`config.mk`:
```
export PLATFORM = sky130hd
export DESIGN_NAME = pwr_mode_seq
export DESIGN_NICKNAME = d
export VERILOG_FILES = /design/src/rtl/pwr_seq_pkg.sv /design/src/rtl/pwr_wake_pin.sv /design/src/rtl/pwr_wake_sel.sv /design/src/rtl/pwr_ret_bank.sv /design/src/rtl/pwr_mode_seq.sv
export SDC_FILE = /design/constraint.sdc
export NUM_CORES = 1
export LEC_CHECK = 0
export BUFFER_PORTS_ARGS = -buffer_cell sky130_fd_sc_hd__buf_2
export CAP_MARGIN = 20
export CORE_AREA = 5 5 138 140
export DETAILED_ROUTE_END_ITERATION = 7
export DIE_AREA = 0 0 143 145
export GPL_TIMING_DRIVEN = 1
export PLACE_DENSITY = 0.69
export SYNTH_ARGS = -nofsm -noshare
export SYNTH_HDL_FRONTEND = slang
export SYNTH_SLANG_ARGS = --single-unit
export TNS_END_PERCENT = 1
```
`constraint.sdc`:
```
create_clock -name clk -period 2.8 [get_ports clk]
set_input_delay 0.42 -clock clk [delete_from_list [all_inputs] [get_ports clk]]
set_output_delay 0.42 -clock clk [all_outputs]
set_load 0.01 [all_outputs]
```
`src/rtl/pwr_seq_pkg.sv`:
```
package pwr_seq_pkg;

   typedef enum logic [1:0] {
      PM_RUN    = 2'd0,
      PM_SLEEP  = 2'd1,
      PM_DSLEEP = 2'd2,
      PM_DPD    = 2'd3
   } pm_state_e;

   typedef enum logic [2:0] {
      WS_NONE  = 3'd0,
      WS_IRQ   = 3'd1,
      WS_GPIO  = 3'd2,
      WS_RTC   = 3'd3,
      WS_PIN   = 3'd4,
      WS_RESET = 3'd5
   } wake_src_e;

   localparam logic [1:0] CLK_IRC = 2'd0;

   localparam logic [1:0] MSEL_DSLEEP = 2'd1;
   localparam logic [1:0] MSEL_DPD    = 2'd2;

endpackage

```
`src/rtl/pwr_wake_pin.sv`:
```
module pwr_wake_pin #(
   parameter int SYNC_STAGES = 2,
   parameter int QUAL_LEN    = 2
) (
   input  logic clk,
   input  logic por_n,
   input  logic pin_n,
   output logic wake_ok
);

   localparam int LAST = SYNC_STAGES - 1;

   if (SYNC_STAGES < 2) begin : g_bad_sync
      $error("pwr_wake_pin: SYNC_STAGES must be at least 2");
   end
   if (QUAL_LEN < 1) begin : g_bad_qual
      $error("pwr_wake_pin: QUAL_LEN must be at least 1");
   end

   // sync_q[0] is the newest sample, sync_q[LAST] the synchronized one
   logic [SYNC_STAGES-1:0] sync_q;

   always_ff @(posedge clk or negedge por_n) begin
      if (!por_n) sync_q <= '1;
      else        sync_q <= SYNC_STAGES'({sync_q, pin_n});
   end

   if (QUAL_LEN == 1) begin : g_single
      assign wake_ok = ~sync_q[LAST];
   end else begin : g_multi
      localparam int HL = QUAL_LEN - 1;
      logic [HL-1:0] hist_q;

      always_ff @(posedge clk or negedge por_n) begin
         if (!por_n) hist_q <= '1;
         else        hist_q <= HL'({hist_q, sync_q[LAST]});
      end

      assign wake_ok = ~(|hist_q) & ~sync_q[LAST];

      AST_PIN_GLITCH: assert property (@(posedge clk) disable iff (!por_n)
         sync_q[LAST] |=> !wake_ok);
   end

endmodule

```
`src/rtl/pwr_wake_sel.sv`:
```
module pwr_wake_sel
   import pwr_seq_pkg::*;
#(
   parameter int NUM_GPIO_WAKE = 12
) (
   input  pm_state_e               state,
   input  logic                    chip_rst,
   input  logic                    irq_pend,
   input  logic [NUM_GPIO_WAKE-1:0] gpio_lvl,
   input  logic [NUM_GPIO_WAKE-1:0] gpio_en,
   input  logic                    rtc_match,
   input  logic                    pin_ok,
   output logic                    wake_hit,
   output wake_src_e               wake_code
);

   logic gpio_hit;
   assign gpio_hit = |(gpio_lvl & gpio_en);

   always_comb begin
      wake_hit  = 1'b0;
      wake_code = WS_NONE;
      case (state)
         PM_SLEEP: begin
            if (chip_rst) begin
               wake_hit = 1'b1; wake_code = WS_RESET;
            end else if (irq_pend) begin
               wake_hit = 1'b1; wake_code = WS_IRQ;
            end
         end
         PM_DSLEEP: begin
            if (chip_rst) begin
               wake_hit = 1'b1; wake_code = WS_RESET;
            end else if (gpio_hit) begin
               wake_hit = 1'b1; wake_code = WS_GPIO;
            end else if (rtc_match) begin
               wake_hit = 1'b1; wake_code = WS_RTC;
            end
         end
         PM_DPD: begin
            if (pin_ok) begin
               wake_hit = 1'b1; wake_code = WS_PIN;
            end else if (rtc_match) begin
               wake_hit = 1'b1; wake_code = WS_RTC;
            end
         end
         default: begin
            wake_hit  = 1'b0;
            wake_code = WS_NONE;
         end
      endcase
   end

endmodule

```
`src/rtl/pwr_ret_bank.sv`:
```
module pwr_ret_bank #(
   parameter int RET_N  = 4,
   parameter int RET_W  = 32,
   parameter int RET_AW = 2
) (
   input  logic              clk,
   input  logic              por_n,
   input  logic              wr_en,
   input  logic [RET_AW-1:0] waddr,
   input  logic [RET_W-1:0]  wdata,
   input  logic [RET_AW-1:0] raddr,
   output logic [RET_W-1:0]  rdata
);

   if (RET_N < 1 || RET_W < 1) begin : g_bad_size
      $error("pwr_ret_bank: RET_N and RET_W must be positive");
   end
   if ((1 << RET_AW) < RET_N) begin : g_bad_aw
      $error("pwr_ret_bank: RET_AW too narrow for RET_N");
   end

   logic [RET_N-1:0][RET_W-1:0] cell_vec;

   for (genvar g = 0; g < RET_N; g++) begin : g_cell
      logic [RET_W-1:0] cell_q;
      always_ff @(posedge clk or negedge por_n) begin
         if (!por_n)                              cell_q <= '0;
         else if (wr_en && waddr == RET_AW'(g))   cell_q <= wdata;
      end
      assign cell_vec[g] = cell_q;
   end

   always_comb begin
      rdata = '0;
      for (int i = 0; i < RET_N; i++) begin
         if (raddr == RET_AW'(i)) rdata = cell_vec[i];
      end
   end

   AST_RET_HOLD: assert property (@(posedge clk) disable iff (!por_n)
      !wr_en |=> $stable(cell_vec));

endmodule

```
`src/rtl/pwr_mode_seq.sv`:
```
module pwr_mode_seq
   import pwr_seq_pkg::*;
#(
   parameter int NUM_GPIO_WAKE = 12,
   parameter int SYNC_STAGES   = 2,
   parameter int PIN_QUAL_LEN  = 2,
   parameter int RET_N         = 4,
   parameter int RET_W         = 32,
   parameter int RET_AW        = (RET_N > 1) ? $clog2(RET_N) : 1
) (
   input  logic                     clk,
   input  logic                     por_n,
   input  logic                     chip_rst,
   input  logic [1:0]               mode_sel,
   input  logic                     keep_wdosc,
   input  logic                     keep_bod,
   input  logic                     sleep_req,
   input  logic                     core_idle,
   input  logic                     irq_pend,
   input  logic [NUM_GPIO_WAKE-1:0] wake_gpio,
   input  logic [NUM_GPIO_WAKE-1:0] gpio_wake_en,
   input  logic                     rtc_match,
   input  logic                     wake_pin_n,
   input  logic                     clk_src_wr,
   input  logic [1:0]               clk_src_wdata,
   input  logic                     ret_wr,
   input  logic [RET_AW-1:0]        ret_waddr,
   input  logic [RET_W-1:0]         ret_wdata,
   input  logic [RET_AW-1:0]        ret_raddr,
   output logic [RET_W-1:0]         ret_rdata,
   input  logic                     stat_clr,
   output logic                     core_clk_en,
   output logic                     analog_off,
   output logic                     wdosc_on,
   output logic                     bod_on,
   output logic                     main_pwr_en,
   output logic [1:0]               clk_src_sel,
   output logic [1:0]               cur_mode,
   output logic [1:0]               stat_last_mode,
   output logic [2:0]               stat_wake_src,
   output logic                     stat_entry_err
);

   if (NUM_GPIO_WAKE < 1 || NUM_GPIO_WAKE > 32) begin : g_bad_gpio
      $error("pwr_mode_seq: NUM_GPIO_WAKE must be 1..32");
   end

   pm_state_e  state_q, state_d;
   logic       req_pend_q, req_pend_d;
   logic       keep_wd_q, keep_bod_q, latch_keep;
   logic [1:0] clk_src_q, clk_src_d;
   logic [1:0] last_q, last_d;
   logic [2:0] src_q, src_d;
   logic       err_q, err_d;
   logic       pin_ok, wake_hit, take, dsl_ok, refuse, ret_we;
   wake_src_e  wake_code;

   pwr_wake_pin #(
      .SYNC_STAGES (SYNC_STAGES),
      .QUAL_LEN    (PIN_QUAL_LEN)
   ) u_pin (
      .clk     (clk),
      .por_n   (por_n),
      .pin_n   (wake_pin_n),
      .wake_ok (pin_ok)
   );

   pwr_wake_sel #(
      .NUM_GPIO_WAKE (NUM_GPIO_WAKE)
   ) u_sel (
      .state     (state_q),
      .chip_rst  (chip_rst),
      .irq_pend  (irq_pend),
      .gpio_lvl  (wake_gpio),
      .gpio_en   (gpio_wake_en),
      .rtc_match (rtc_match),
      .pin_ok    (pin_ok),
      .wake_hit  (wake_hit),
      .wake_code (wake_code)
   );

   assign ret_we = ret_wr & (state_q == PM_RUN);

   pwr_ret_bank #(
      .RET_N  (RET_N),
      .RET_W  (RET_W),
      .RET_AW (RET_AW)
   ) u_ret (
      .clk   (clk),
      .por_n (por_n),
      .wr_en (ret_we),
      .waddr (ret_waddr),
      .wdata (ret_wdata),
      .raddr (ret_raddr),
      .rdata (ret_rdata)
   );

   // Sequencing
   assign take   = core_idle & (sleep_req | req_pend_q) & ~chip_rst & (state_q == PM_RUN);
   assign dsl_ok = (clk_src_q == CLK_IRC) | keep_wdosc;

   always_comb begin
      state_d    = state_q;
      req_pend_d = req_pend_q;
      latch_keep = 1'b0;
      refuse     = 1'b0;
      if (state_q == PM_RUN) begin
         if (chip_rst) begin
            req_pend_d = 1'b0;
         end else if (take) begin
            req_pend_d = 1'b0;
            if (mode_sel == MSEL_DPD) begin
               state_d = PM_DPD;
            end else if (mode_sel == MSEL_DSLEEP) begin
               if (dsl_ok) begin
                  state_d    = PM_DSLEEP;
                  latch_keep = 1'b1;
               end else begin
                  refuse = 1'b1;
               end
            end else begin
               state_d = PM_SLEEP;
            end
         end else if (sleep_req) begin
            req_pend_d = 1'b1;
         end
      end else if (wake_hit) begin
         state_d = PM_RUN;
      end
   end

   // Status capture
   always_comb begin
      last_d = last_q;
      src_d  = src_q;
      err_d  = err_q;
      if (stat_clr) begin
         last_d = '0;
         src_d  = '0;
         err_d  = 1'b0;
      end
      if (refuse) err_d = 1'b1;
      if (wake_hit && state_q != PM_RUN) begin
         last_d = state_q;
         src_d  = wake_code;
      end
   end

   // Clock-source select
   always_comb begin
      clk_src_d = clk_src_q;
      if (chip_rst && state_q != PM_DPD)         clk_src_d = CLK_IRC;
      else if (wake_hit && state_q == PM_DPD)    clk_src_d = CLK_IRC;
      else if (clk_src_wr && state_q == PM_RUN)  clk_src_d = clk_src_wdata;
   end

   always_ff @(posedge clk or negedge por_n) begin
      if (!por_n) begin
         state_q    <= PM_RUN;
         req_pend_q <= 1'b0;
         keep_wd_q  <= 1'b0;
         keep_bod_q <= 1'b0;
         clk_src_q  <= CLK_IRC;
         last_q     <= '0;
         src_q      <= '0;
         err_q      <= 1'b0;
      end else begin
         state_q    <= state_d;
         req_pend_q <= req_pend_d;
         clk_src_q  <= clk_src_d;
         last_q     <= last_d;
         src_q      <= src_d;
         err_q      <= err_d;
         if (latch_keep) begin
            keep_wd_q  <= keep_wdosc;
            keep_bod_q <= keep_bod;
         end
      end
   end

   // Output decode
   always_comb begin
      core_clk_en = 1'b0;
      analog_off  = 1'b1;
      wdosc_on    = 1'b0;
      bod_on      = 1'b0;
      main_pwr_en = 1'b1;
      case (state_q)
         PM_RUN, PM_SLEEP: begin
            core_clk_en = (state_q == PM_RUN);
            analog_off  = 1'b0;
            wdosc_on    = 1'b1;
            bod_on      = 1'b1;
         end
         PM_DSLEEP: begin
            wdosc_on = keep_wd_q;
            bod_on   = keep_bod_q;
         end
         default: begin
            main_pwr_en = 1'b0;
         end
      endcase
   end

   assign clk_src_sel    = clk_src_q;
   assign cur_mode       = state_q;
   assign stat_last_mode = last_q;
   assign stat_wake_src  = src_q;
   assign stat_entry_err = err_q;

   AST_IDLE_GATE: assert property (@(posedge clk) disable iff (!por_n)
      (state_q == PM_RUN && !core_idle) |=> state_q == PM_RUN);
   AST_SLEEP_HOLD: assert property (@(posedge clk) disable iff (!por_n)
      (state_q == PM_SLEEP && !irq_pend && !chip_rst) |=> state_q == PM_SLEEP);
   AST_DSLEEP_HOLD: assert property (@(posedge clk) disable iff (!por_n)
      (state_q == PM_DSLEEP && !chip_rst && !(|(wake_gpio & gpio_wake_en)) && !rtc_match)
      |=> state_q == PM_DSLEEP);
   AST_DSLEEP_ENTRY_CLK: assert property (@(posedge clk) disable iff (!por_n)
      (state_q == PM_DSLEEP && $past(state_q) == PM_RUN)
      |-> ($past(clk_src_q) == CLK_IRC || keep_wd_q));
   AST_DPD_HOLD: assert property (@(posedge clk) disable iff (!por_n)
      (state_q == PM_DPD && !pin_ok && !rtc_match) |=> state_q == PM_DPD);
   AST_DPD_EXIT_IRC: assert property (@(posedge clk) disable iff (!por_n)
      (state_q == PM_RUN && $past(state_q) == PM_DPD) |-> clk_src_q == CLK_IRC);
   AST_STAT_CLEAR: assert property (@(posedge clk) disable iff (!por_n)
      (stat_clr && !refuse && !wake_hit) |=> (last_q == 2'd0 && src_q == 3'd0 && !err_q));

endmodule

```
# Yosys cells after proc, flatten, opt, wreduce, memory -nomap -nowiden
# Cells that the tools add are included.
totals:
  word_cells: 117
  out_inout_bits: 47
  ff_bits: 144
op_classes:
  n_reduce_logical: 23
  n_mux: 54
  n_bitwise: 11
  n_eq_ne: 15
ops:
  columns: ["cell", "count"]
  rows:
  - ["2-to-1 mux 32 bit", 4]
  - ["2-to-1 mux 1 bit", 27]
  - ["2-to-1 mux 2 bit", 13]
  - ["2-to-1 mux 3 bit", 6]
  - ["equality test 2 bit, second input constant", 7]
  - ["AND 12 bit", 1]
  - ["OR reduction 12 bit", 1]
  - ["one-hot mux 3 bit (3 select lines)", 1]
  - ["equality test 2 x 1 -> 1 bit, second input constant", 4]
  - ["logical AND 1 bit", 8]
  - ["logical NOT 2 bit", 4]
  - ["nonzero test 2 bit", 4]
  - ["inequality test 2 bit, second input constant", 3]
  - ["nonzero test 3 bit", 2]
  - ["AND 1 bit", 5]
  - ["inequality test 4 bit, second input constant", 1]
  - ["one-hot mux 1 bit (2 select lines)", 2]
  - ["AND reduction 4 bit", 1]
  - ["inverter 1 bit", 3]
  - ["one-hot mux 1 bit (3 select lines)", 1]
  - ["OR reduction 3 bit", 1]
  - ["bitwise OR 1 bit", 2]
  - ["AND reduction 2 bit", 1]
  - ["OR reduction 2 bit", 1]

# Longest topological paths before layout
logic_depth:
  word_depth: 9
  depth_mapped: 8

# Hierarchy
# From an unflattened synthesis, not the netlist that was laid out.
unflattened:
  cells_unflattened: 418
  hier_area_um2: 6517.5
by_module_without_submodules:
  columns: ["mod", "cells_each", "area_per_inst_um2", "seq_area_each_um2", "instances"]
  rows:
  - ["pwr_ret_bank", 311, 5501.5, 3203.1, 1]
  - ["pwr_mode_seq", 66, 693.2, 325.3, 1]
  - ["pwr_wake_sel", 37, 240.2, 0.0, 1]
  - ["pwr_wake_pin", 4, 82.6, 78.8, 1]

# Worst setup path after synthesis
# No wires, ideal clock.
synth_path:
  path_kind: "flip-flop to flip-flop"
  from: "register state_q[0], in the netlist cur_mode[0]"
  to: "register u_ret.g_cell[0].cell_q[10]"
  setup_ns: 0.125
  required_ns: 2.675
  arrival_time_ns: 1.781
  period_less_slack_ns: 1.906
  stages_incl_launch_ff: 8
  slack_ns: 0.894
  cell_sequence: "dfrtp_1 inv_1 ha_1 buf_4 nand2_4 nor3_4 buf_6 mux2_2"
synth_via:
  elab_chain_len: 3
synth_rtl:
  columns: ["item", "line_no", "rtl"]
  rows:
  - ["start, declared", "pwr_mode_seq.sv:48", "pm_state_e state_q, state_d;"]
  - ["start signal, assigned", "pwr_mode_seq.sv:168", "state_q <= state_d;"]
  - ["logical NOT 2 bit", "pwr_mode_seq.sv:82", "assign ret_we = ret_wr & (state_q == PM_RUN);"]
  - ["AND 1 bit", "pwr_mode_seq.sv:82", null]
  - ["logical AND 1 bit", "pwr_ret_bank.sv:28", "else if (wr_en && waddr == RET_AW'(g)) cell_q <= wdata;"]
  - ["end signal, assigned", "pwr_ret_bank.sv:28", null]
  - ["end, declared", "pwr_ret_bank.sv:25", "logic [RET_W-1:0] cell_q;"]
# No other way between the ends.
# A chain may end at the register's enable or synchronous reset.

# Final worst setup path
layout_path:
  from: "register state_q[0], in the netlist cur_mode[0]"
  to: "output bod_on"
layout_via:
  elab_chain_len: 3
  word_cells_on_any_way: 5
  classes_between: "eq/ne (2); mux (1); reduce/logical (2)"
layout_rtl:
  columns: ["item", "line_no", "rtl"]
  rows:
  - ["equality test 2 x 1 -> 1 bit / logical NOT 2 bit (equally long branches)", "pwr_mode_seq.sv:188", "case (state_q)"]
  - ["OR reduction 2 bit", "pwr_mode_seq.sv:188", null]
  - ["one-hot mux 1 bit (2 select lines) *", "pwr_mode_seq.sv:188", null]
  - ["end, declared", "pwr_mode_seq.sv:35", "output logic bod_on,"]
# Mark *: on every way between the ends. The rest lies on a longest branch, timed or not.

==> metrics.csv <==
stage;metric;value;unit
global_routing;global route overflow;0;
route;drt via density;5.17;
route;Residual DRC;0;
placed_design;RePlAce Congestion;0.839;
worst_setup_path;CP Launch Type;register;
timing;final-report hold violation count;0;
global_routing;vias in the first global route;4652;
placed_design;PortBufs;123;
clock_tree;Root Driver;clkbuf_16;
yosys;post-synthesis net count;513;
yosys;top cell type's share of synthesized area;51.1;%
timing;clk_skew;3.90;ps
layout;most common cell after layout, fill and taps aside;dfrtp_1;
layout;Filler Cells Inserted;1521;
timing;Setup TNS;0;ps
clock_tree;# hold bufs at CTS;0;
layout;Layout area overhead;20.4;%
floorplanning;die width;143;um
timing;Tightest Pin Transition;647;ps
timing;Final Setup Violations;0;
power_and_ir_drop;power consumption;8.74;mW
power_and_ir_drop;VDD IR max;0.539;mV
global_routing;Total GRT Usage;15.3;%
layout;most frequent cells in the layout;141 x dfrtp_1, 122 x buf_2, 66 x mux2_2;
worst_setup_path;nature of the critical path endpoint;output port;
clock_tree;CTS tree;built;
clock_tree;clock slew at reported path FFs;60;ps
floorplanning;I/O Pins;124;
timing;hold_ws;21.4;ps
clock_tree;Clk Latency, worst-skew pair;410;ps
floorplanning;starting density of the core;39.0;%
worst_setup_path;Req. time, crit path;2380;ps
placed_design;DP HPWL;10300;um
timing;post-layout worst setup margin;470;ps
global_routing;largest net degree at the start of global routing;77;
power_and_ir_drop;Pleak;3.90;nW
floorplanning;Chip Height;145;um
global_routing;initial antenna violation count;2;
clock_tree;PostCTS Resize Cnt;0;
yosys;Synth Register Bits;144;
yosys;post-synthesis cell type count;42;
yosys;Post-synth EDFFs;0;
clock_tree;CTS max path bufs;2;
worst_setup_path;Arr. time, crit path;1910;ps
yosys;post-synthesis cell count;428;
yosys;Post-synth top flop;dfrtp_1;
timing;RSZ-0062 raised after global routing;no;
worst_setup_path;critical path class;reg2out;
worst_setup_path;worst reg2reg path depth;6;
timing;final worst-path cycle share;83.2;%
worst_setup_path;crit path launch;cur_mode[0];
layout;area of the multi-input gates;3100;um2
layout;final-stage net count;640;
route;first-pass detailed-route iteration total;4;
power_and_ir_drop;cell area power density;1050;nW/um2
yosys;synthesized area per cell;16.1;um2
timing;Max Freq;0.429;GHz
route;vias;4108;
yosys;Synth area leaders;dfrtp_1 51%, mux2_4 13%, mux2_2 11%;
layout;layout cell share with drive strength beyond 1;59.2;%
worst_setup_path;Worst R2R Setup Slack;540;ps
floorplanning;Core Area;17700;um2
timing;fin. max-slew vios;0;
route;DR WL/cell;19.2;um
timing;Worst slew margin;56.9;%
layout;final core utilization;46.9;%
layout;flip-flop and latch area;3610;um2
yosys;fraction of registers with async set/reset;100;%
yosys;Cell Area, Synth;6910;um2
clock_tree;post-CTS setup buffer count;0;
worst_setup_path;Max FO, Critical Path;13;
worst_setup_path;Reg-to-Reg Start;cur_mode[0];
route;1st-iter DRT viols;197;
placed_design;DP Worst Slack;531;ps
timing;min Tclk post-route;2330;ps
worst_setup_path;capturing point of the worst reg2reg path;u_ret.g_cell[0].cell_q[21];
worst_setup_path;Setup crit end;bod_on;
status;status;finished clean;
floorplanning;Rows;49;
layout;# diodes;0;
global_routing;first-pass GRT wire length;24700;um
floorplanning;full die area;20700;um2
worst_hold_path;Tightest Hold Check Type;in2async;
clock_tree;TritonCTS Buffers;17;
clock_tree;H-tree Lvls;4;
route;routed wire length;15300;um
clock_tree;CTS Sinks;144;
yosys;sequential fraction of the synthesis area;52.2;%
run;Maximum Capacitance Violations;0;
yosys;synth warn;0;
route;post-route ant nets;0;
yosys;area leader, netlist;dfrtp_1;
cells by family after synthesis:
kind of cell,count (synthesis),share of synthesized area [%]
compound gates,35,4.17
fa+ha+maj,8,1.45
buf+inv,29,2.88
flops,144,52.2
mux,165,35.3
simple gates,47,3.95
critical path, stage by stage (launching register included):
cell     delay [ps]
dfrtp_1         440
inv_1           130
ha_1            480
nor2_1          150
a21oi_1         150
buf_2           150
cell type report:
cell class	instances	share of cell area [%]
tap	229	3.45
clock inverter	6	0.993
inverter	6	0.271
clock buffer	24	5.79
sequential	144	43.4
timing repair buffer	131	8.80
multi-input combinational	255	37.3
through the flow:
stage               std cells  cell area [um2]
floorplan                 428             6910
global route              795             8310
finish                    795             8310
CTS                       795             8310
detailed placement        765             7750
global placement          765             7750
sequential cells by signal, summed over array words and instances, names as in the netlist:
| register | count |
|---|---|
| u_ret.g_cell.cell_q | 128 |
| stat_wake_src | 3 |
| clk_src_sel | 2 |
| cur_mode | 2 |
| stat_last_mode | 2 |
| u_pin.sync_q | 2 |
| keep_bod_q | 1 |
| keep_wd_q | 1 |
| req_pend_q | 1 |
| stat_entry_err | 1 |
| u_pin.g_multi.hist_q | 1 |
layer usage:
metal	wire length (um)	track usage, %	vias to the layer above
met4	205	4.42	4
met1	6550	19.2	2134
met5	32	0	-
met3	826	4.38	20
li1	-	-	1836
met2	7690	25.7	114
Yosys cell counts, types with 2 or more instances:
library cell and n:
a211oi_1 3, o21ai_1 2, mux4_2 32, nand2_1 6, ha_1 8, nand2b_1 4
inv_1 6, dfstp_2 3, a221oi_2 5, o21a_1 2, o21ai_0 4, a21oi_1 9
o32ai_1 2, nand3_1 2, mux2_2 66, nor2_2 3, a22o_1 3, mux2i_1 3
nand2_2 2, nor2_1 11, nor2b_1 8, clkbuf_1 3, buf_2 9, nor3_1 3
mux2_4 60, dfrtp_1 141, mux2_1 4, buf_6 10
power by group:
part / internal, mW / switching (mW) / leakage (nW)
Sequential: 3.09 / 0.542 / 1.74
Clock: 1.37 / 0.792 / 0.276
Combinational: 1.81 / 1.14 / 1.89
how the worst min path moves through the flow:
stage | end | slack [ps] | depth (start not counted) | start
finish | u_ret.g_cell[2].cell_q[29] | 20 | 1 | por_n
global route | u_ret.g_cell[3].cell_q[29] | 60 | 1 | por_n
CTS | u_ret.g_cell[2].cell_q[29] | 40 | 1 | por_n
detailed placement | u_pin.sync_q[1] | 350 | 0 | u_pin.sync_q[0]
global placement | u_pin.sync_q[1] | 350 | 0 | u_pin.sync_q[0]
floorplan | clk_src_sel[0] | 120 | 0 | por_n
(Power assumes the default switching activity.)
